[src/rtl/wdt_pkg.sv]
package wdt_pkg;

    localparam int unsigned ADDR_W = 2;

    typedef enum logic [ADDR_W-1:0] {
        REG_MODE   = 2'd0,
        REG_TCONST = 2'd1,
        REG_FEED   = 2'd2,
        REG_VALUE  = 2'd3
    } wdt_reg_e;

    localparam int unsigned MODE_EN_BIT    = 0;
    localparam int unsigned MODE_RSTEN_BIT = 1;
    localparam int unsigned MODE_FLAG_BIT  = 2;

    localparam logic [7:0] KEY_FIRST  = 8'hAA;
    localparam logic [7:0] KEY_SECOND = 8'h55;

endpackage

[src/rtl/wdt_prescaler.sv]
module wdt_prescaler #(
    parameter int unsigned PRE_W = 2
) (
    input  logic clk,
    input  logic rst_n,
    input  logic run_i,
    input  logic restart_i,
    output logic tick_o
);

    typedef struct packed {
        logic [PRE_W-1:0] div;
    } pre_state_t;

    pre_state_t s_d, s_q;

    always_comb begin
        s_d    = s_q;
        tick_o = run_i && (s_q.div == {PRE_W{1'b1}});
        if (restart_i) begin
            s_d.div = '0;
        end else if (run_i) begin
            s_d.div = s_q.div + PRE_W'(1);
        end
    end

    always_ff @(posedge clk or negedge rst_n) begin
        if (!rst_n) begin
            s_q <= '0;
        end else begin
            s_q <= s_d;
        end
    end


    tick_spacing_chk: assert property (@(posedge clk) disable iff (!rst_n)
        (tick_o && !restart_i) |=> !tick_o);

endmodule

[src/rtl/wdt_counter.sv]
module wdt_counter #(
    parameter int unsigned CW       = 32,
    parameter int unsigned MIN_LOAD = 255
) (
    input  logic          clk,
    input  logic          rst_n,
    input  logic          load_i,
    input  logic [CW-1:0] load_val_i,
    input  logic          tick_i,
    output logic [CW-1:0] cnt_o,
    output logic          expire_o
);

    localparam logic [CW-1:0] RESET_CNT = CW'(MIN_LOAD);

    typedef struct packed {
        logic [CW-1:0] cnt;
    } cnt_state_t;

    cnt_state_t s_d, s_q;

    always_comb begin
        s_d      = s_q;
        expire_o = tick_i && (s_q.cnt == '0);
        if (load_i) begin
            s_d.cnt = load_val_i;
        end else if (tick_i && (s_q.cnt != '0)) begin
            s_d.cnt = s_q.cnt - CW'(1);
        end
    end

    always_ff @(posedge clk or negedge rst_n) begin
        if (!rst_n) begin
            s_q.cnt <= RESET_CNT;
        end else begin
            s_q <= s_d;
        end
    end

    assign cnt_o = s_q.cnt;


    cnt_hold_chk: assert property (@(posedge clk) disable iff (!rst_n)
        (!load_i && !tick_i) |=> $stable(s_q.cnt));


    cnt_load_chk: assert property (@(posedge clk) disable iff (!rst_n)
        load_i |=> (s_q.cnt == $past(load_val_i)));

endmodule

[src/rtl/wdt_feed_seq.sv]
module wdt_feed_seq
    import wdt_pkg::*;
#(
    parameter int unsigned DW = 32
) (
    input  logic          clk,
    input  logic          rst_n,
    input  logic          enable_i,
    input  logic          access_i,
    input  logic          feed_wr_i,
    input  logic [DW-1:0] wdata_i,
    output logic          feed_ok_o,
    output logic          feed_bad_o
);

    localparam logic [DW-1:0] FIRST_WORD  = DW'(KEY_FIRST);
    localparam logic [DW-1:0] SECOND_WORD = DW'(KEY_SECOND);

    typedef struct packed {
        logic armed;
    } seq_state_t;

    seq_state_t s_d, s_q;

    always_comb begin
        s_d        = s_q;
        feed_ok_o  = 1'b0;
        feed_bad_o = 1'b0;
        if (!enable_i) begin
            s_d.armed = 1'b0;
        end else if (access_i) begin
            if (s_q.armed) begin
                s_d.armed = 1'b0;
                if (feed_wr_i && (wdata_i == SECOND_WORD)) begin
                    feed_ok_o = 1'b1;
                end else begin
                    feed_bad_o = 1'b1;
                end
            end else if (feed_wr_i) begin
                if (wdata_i == FIRST_WORD) begin
                    s_d.armed = 1'b1;
                end else begin
                    feed_bad_o = 1'b1;
                end
            end
        end
    end

    always_ff @(posedge clk or negedge rst_n) begin
        if (!rst_n) begin
            s_q <= '0;
        end else begin
            s_q <= s_d;
        end
    end


    armed_consumed_chk: assert property (@(posedge clk) disable iff (!rst_n)
        (s_q.armed && access_i) |=> !s_q.armed);


    disarmed_when_off_chk: assert property (@(posedge clk) disable iff (!rst_n)
        !enable_i |=> !s_q.armed);

endmodule

[src/rtl/wdt_lockable.sv]
module wdt_lockable
    import wdt_pkg::*;
#(
    parameter int unsigned DW     = 32,
    parameter int unsigned MIN_TC = 255,
    parameter int unsigned PRE_W  = 2
) (
    input  logic              clk,
    input  logic              rst_n,
    input  logic              bus_wr,
    input  logic              bus_rd,
    input  logic [ADDR_W-1:0] bus_addr,
    input  logic [DW-1:0]     bus_wdata,
    output logic [DW-1:0]     bus_rdata,
    output logic              chip_rst_req,
    output logic              wdt_irq,
    output logic              timeout_flag
);

    localparam logic [DW-1:0] MIN_TC_W = DW'(MIN_TC);

    typedef struct packed {
        logic          en;
        logic          rst_en;
        logic          flag;
        logic          run;
        logic          rst_req;
        logic [DW-1:0] tc;
    } top_state_t;

    top_state_t s_d, s_q;

    logic          access;
    logic          wr_mode;
    logic          wr_tc;
    logic          wr_feed;
    logic          feed_ok;
    logic          feed_bad;
    logic          tick;
    logic          expire;
    logic          fault;
    logic [DW-1:0] cnt;

    assign access  = bus_wr | bus_rd;
    assign wr_mode = bus_wr && (bus_addr == REG_MODE);
    assign wr_tc   = bus_wr && (bus_addr == REG_TCONST);
    assign wr_feed = bus_wr && (bus_addr == REG_FEED);

    wdt_feed_seq #(
        .DW (DW)
    ) i_feed_seq (
        .clk        (clk),
        .rst_n      (rst_n),
        .enable_i   (s_q.en),
        .access_i   (access),
        .feed_wr_i  (wr_feed),
        .wdata_i    (bus_wdata),
        .feed_ok_o  (feed_ok),
        .feed_bad_o (feed_bad)
    );

    wdt_prescaler #(
        .PRE_W (PRE_W)
    ) i_prescaler (
        .clk       (clk),
        .rst_n     (rst_n),
        .run_i     (s_q.run),
        .restart_i (feed_ok),
        .tick_o    (tick)
    );

    wdt_counter #(
        .CW       (DW),
        .MIN_LOAD (MIN_TC)
    ) i_counter (
        .clk        (clk),
        .rst_n      (rst_n),
        .load_i     (feed_ok),
        .load_val_i (s_q.tc),
        .tick_i     (tick),
        .cnt_o      (cnt),
        .expire_o   (expire)
    );

    // A completed feed in the expiry cycle reloads instead of faulting.
    assign fault = feed_bad | (expire & ~feed_ok);

    always_comb begin
        s_d         = s_q;
        s_d.rst_req = fault & s_q.rst_en;

        if (wr_mode) begin
            s_d.rst_en = bus_wdata[MODE_RSTEN_BIT];
            if (bus_wdata[MODE_EN_BIT]) begin
                s_d.en = 1'b1;
            end
            if (bus_wdata[MODE_FLAG_BIT]) begin
                s_d.flag = 1'b0;
            end
        end

        if (wr_tc) begin
            s_d.tc = (bus_wdata < MIN_TC_W) ? MIN_TC_W : bus_wdata;
        end

        if (feed_ok) begin
            s_d.run = 1'b1;
        end

        if (fault) begin
            s_d.en   = 1'b0;
            s_d.run  = 1'b0;
            s_d.flag = 1'b1;
        end
    end

    always_ff @(posedge clk or negedge rst_n) begin
        if (!rst_n) begin
            s_q.en      <= 1'b0;
            s_q.rst_en  <= 1'b0;
            s_q.flag    <= 1'b0;
            s_q.run     <= 1'b0;
            s_q.rst_req <= 1'b0;
            s_q.tc      <= MIN_TC_W;
        end else begin
            s_q <= s_d;
        end
    end

    always_comb begin
        bus_rdata = '0;
        unique case (bus_addr)
            REG_MODE: begin
                bus_rdata[MODE_EN_BIT]    = s_q.en;
                bus_rdata[MODE_RSTEN_BIT] = s_q.rst_en;
                bus_rdata[MODE_FLAG_BIT]  = s_q.flag;
            end
            REG_TCONST: bus_rdata = s_q.tc;
            REG_VALUE:  bus_rdata = cnt;
            default:    bus_rdata = '0;
        endcase
    end

    assign chip_rst_req = s_q.rst_req;
    assign wdt_irq      = s_q.flag & ~s_q.rst_en;
    assign timeout_flag = s_q.flag;


    fault_sets_flag_chk: assert property (@(posedge clk) disable iff (!rst_n)
        fault |=> s_q.flag);


    enable_sticky_chk: assert property (@(posedge clk) disable iff (!rst_n)
        $fell(s_q.en) |-> $past(fault));


    run_needs_enable_chk: assert property (@(posedge clk) disable iff (!rst_n)
        s_q.run |-> s_q.en);


    rst_req_pulse_chk: assert property (@(posedge clk) disable iff (!rst_n)
        chip_rst_req |=> !chip_rst_req);


    tc_floor_chk: assert property (@(posedge clk) disable iff (!rst_n)
        s_q.tc >= MIN_TC_W);


    flag_survives_req_chk: assert property (@(posedge clk) disable iff (!rst_n)
        (chip_rst_req && !wr_mode) |=> timeout_flag);

endmodule

[config.mk]
export PLATFORM = sky130hd
export DESIGN_NAME = wdt_lockable
export DESIGN_NICKNAME = d
export VERILOG_FILES = /design/src/rtl/wdt_pkg.sv /design/src/rtl/wdt_prescaler.sv /design/src/rtl/wdt_counter.sv /design/src/rtl/wdt_feed_seq.sv /design/src/rtl/wdt_lockable.sv
export SDC_FILE = /design/constraint.sdc
export NUM_CORES = 1
export LEC_CHECK = 0
export BUFFER_PORTS_ARGS = -buffer_cell sky130_fd_sc_hd__buf_2
export CAP_MARGIN = 20
export CORE_MARGIN = 5
export CORE_UTILIZATION = 30
export DETAILED_ROUTE_END_ITERATION = 8
export PLACE_DENSITY = 0.54
export SYNTH_ARGS = -nofsm -noshare
export SYNTH_HDL_FRONTEND = slang
export SYNTH_SLANG_ARGS = --single-unit
[constraint.sdc]
create_clock -name clk -period 3.6 [get_ports clk]
set_input_delay 0.36 -clock clk [delete_from_list [all_inputs] [get_ports clk]]
set_output_delay 0.36 -clock clk [all_outputs]
set_load 0.02 [all_outputs]
==> results.tsv <==
metric	value	unit
crit path max fanout	52	
average vias per placed instance	4.93	
total of hold buffers inserted after clock tree synthesis	0	
critical path's slowest cell	nor4_1	
hpwl dp	7820	um
Critical Path, Cell by Cell	buf_2 -> nor4_1 -> nand4_1 -> nor2_1 -> buf_4 -> and3_1 -> buf_4 -> a211oi_1 -> a21o_1	
Finish-stage setup viols	0	
clock insertion delay at the later pin of the skew report	0.33	ns
number of instances in the synthesized netlist	430	
number of H-tree levels	3	
first drt pass iteration count	4	
async set or reset register ratio after synthesis	1.00	
Starting DRT DRC Count	127	
clock sinks	72	
static leakage	1.98	nW
number of buffers created by CTS	9	
setup repair after global routing missed its margin	no	
CTS clk-pin slew, worst paths	0.06	ns
storage element area	0.00182	mm2
routability congestion estimate from global placement	0.783	
synthesized netlist net count	471	
total vias in the final route	3344	
Total Die Area	0.0162	mm2
TritonCTS clock tree	built	
Overall Global Routing Usage	0.139	
cell class contributing the biggest share of worst-path delay	simple AND/OR/NAND/NOR gates	
cell types with the largest area share after synthesis	dfrtp_1, dfstp_2, mux2i_1	
antenna-violating nets left	0	
CTS resizes	0	
number of antenna violations at the first check in global routing	0	
Synth Flop Type	dfrtp_1	
Fill cells	1372	
input/output buffers	72	
time the final worst path needs with I/O delays and setup	2.52	ns
kind of path behind the tightest hold check	in2async	
cell area after technology mapping	0.00413	mm2
Diodes inserted	0	
Data required, critical path	3.86	ns
area of the placeable core	0.0133	mm2
VDD IR-drop max	0.237	mV
Worst Path Class, Setup	in2reg	
die width	127	um
combined area of the multi-input logic cells	0.00221	mm2
TNS Setup	0	ns
most frequent cell after synthesis	dfrtp_1	
largest area contributor in the synthesized netlist	dfrtp_1	
distinct cell type count of the synthesized netlist	46	
layout overhead on the synthesized area	21.1	%
number of nets at the end of the flow	538	
crit path setup slack, layout	1.08	ns
EDFF count, synth	0	
worst clock skew	0.00876	ns
wire length of the first global-routing pass	18300	um
pin count of the biggest net entering global routing	73	
number of buffers on the longest clock path	2	
DRC viols	0	
average cell area after synthesis	9.61	um2
kind of launch point of the worst setup path	primary input	
I/O pin total	73	
sequential area share after synthesis	0.441	
buffers and inverters on the worst path	3	
Worst Max-Slew Pin Slew	0.963	ns
average wire per cell in the routed design	15.9	um
total length of routed wires	10800	um
pins over their slew limit	0	
effective utilization at floorplan	0.309	
ratio of cells with drive above 1 in the final layout	0.279	
clock tree root buffer cell	clkbuf_16	
critical path's largest stage delay	0.72	ns
Std-Cell Rows	42	
fraction of synthesized cell area taken by the top area cell type	0.339	
total of max-cap violations	0	
final hold violation count	0	
post-route worst hold slack	0.267	ns
worst slack at placement	0.810	ns
power density over cell area	452	mW/mm2
top cells by count, synth	dfrtp_1, nand2_1, o21ai_0, mux2i_1, nor2_1	
buffers inserted by post-CTS timing repair	0	
final global-route overflow total	0	
via count of the first global-routing pass	3580	
dominant cell type by count on the critical path	buf_4	
die boundary height	127	um
portion of the clock cycle consumed by the worst path in the final layout	0.701	
crit path DAT	2.78	ns
sort of element at the end of the critical path	register	
max-slew headroom at the worst pin	0.358	
timing-limited maximum frequency	0.396	GHz
number of synthesized register bits	72	
run status	finished, final reports clean	
yosys warns	0	
## kinds of logic after synthesis
kind of cell	count (synthesis)	share of synthesized area
and+or+nand+nor	182	0.232
DFF	72	0.441
AOI/OAI and AO/OA	62	0.0882
muxes	58	0.148
xor gates and xnor gates	27	0.0573
buffers and inverters	26	0.0239
adders and majority gates	3	0.00909
## power by group
part           switching (mW)  internal [mW]  total [mW]
Combinational           0.177          0.141       0.318
Sequential             0.0720          0.897       0.969
Clock                   0.362          0.614       0.976
## stage by stage
step / cell area, um2 / cells / power (mW) / util
finish: 5000 / 678 / 2.26 / 0.375
detailed placement: 4680 / 662 / 1.31 / 0.350
floorplan: 4130 / 430 / 1.16 / -
global route: 5000 / 678 / 2.37 / 0.375
global placement: 4680 / 662 / 1.30 / 0.350
CTS: 5000 / 678 / 2.29 / 0.375
## layout make-up
cell class | instances | share of cell area
multi-input cells | 332 | 0.442
flip-flops and latches | 72 | 0.364
repair buffers | 79 | 0.0825
clock buffers | 9 | 0.0450
well taps | 176 | 0.0440
clock inverters | 7 | 0.0205
inverters | 3 | 0.00225
## worst paths after layout
path	startpoint	end	slack, ns	cells after the start
max	bus_wdata[9]	i_counter.cnt_o[1]$_DFFE_PN1P_	1.08	9
min	rst_n	s_q[23]$_DFFE_PN0P_	0.27	2
max reg2reg	i_counter.cnt_o[11]$_DFFE_PN0P_	chip_rst_req$_DFF_PN0_	1.10	6
min reg2reg	s_q[2]$_DFFE_PN1P_	s_q[2]$_DFFE_PN1P_	0.49	2
max in group asynchronous	rst_n	s_q[35]$_DFFE_PN0P_	2.71	2
min in group clk	bus_wdata[11]	s_q[11]$_DFFE_PN0P_	0.28	2
## cells in the final DEF, fill, tap and decap left out, types with 2 or more instances in the layout
cell        n
mux2i_1    33
nor2b_1    30
buf_4       7
or4_1       3
clkinv_4    2
ha_1        3
nand3b_1    5
or3_1       8
inv_6       2
nand4_1     2
a211oi_1    2
mux2_2     25
a21o_1      2
clkbuf_16   9
nor4bb_1    2
xor2_1     10
nor4b_1     2
and2_1      2
nor3_1     16
xnor2_1    17
o21a_1      3
bufinv_16   2
o31ai_1     2
nand2_1    42
and3_1      4
nor2_1     31
a21oi_1     7
nor3b_1     2
nand3_1    13
dfrtp_1    56
inv_1       3
nor4_1     15
o211ai_1    2
dfstp_2    16
o21ai_0    36
buf_2      72
## layer usage
metal	routed length [um]	share of wire	vias up	track usage
met5	0	0	-	0
met3	453	0.042	6	0.0317
li1	-	-	1658	-
met1	5440	0.50	1604	0.200
met4	73	0.0068	0	0.0303
met2	4850	0.45	76	0.214
## sequential cells by signal, summed over array words and instances, names as in the netlist
name	cells
chip_rst_req	1
i_counter.cnt_o	32
i_feed_seq.s_q	1
i_prescaler.s_q	2
s_q	35
timeout_flag	1
Power figures use the tool's default switching activity.
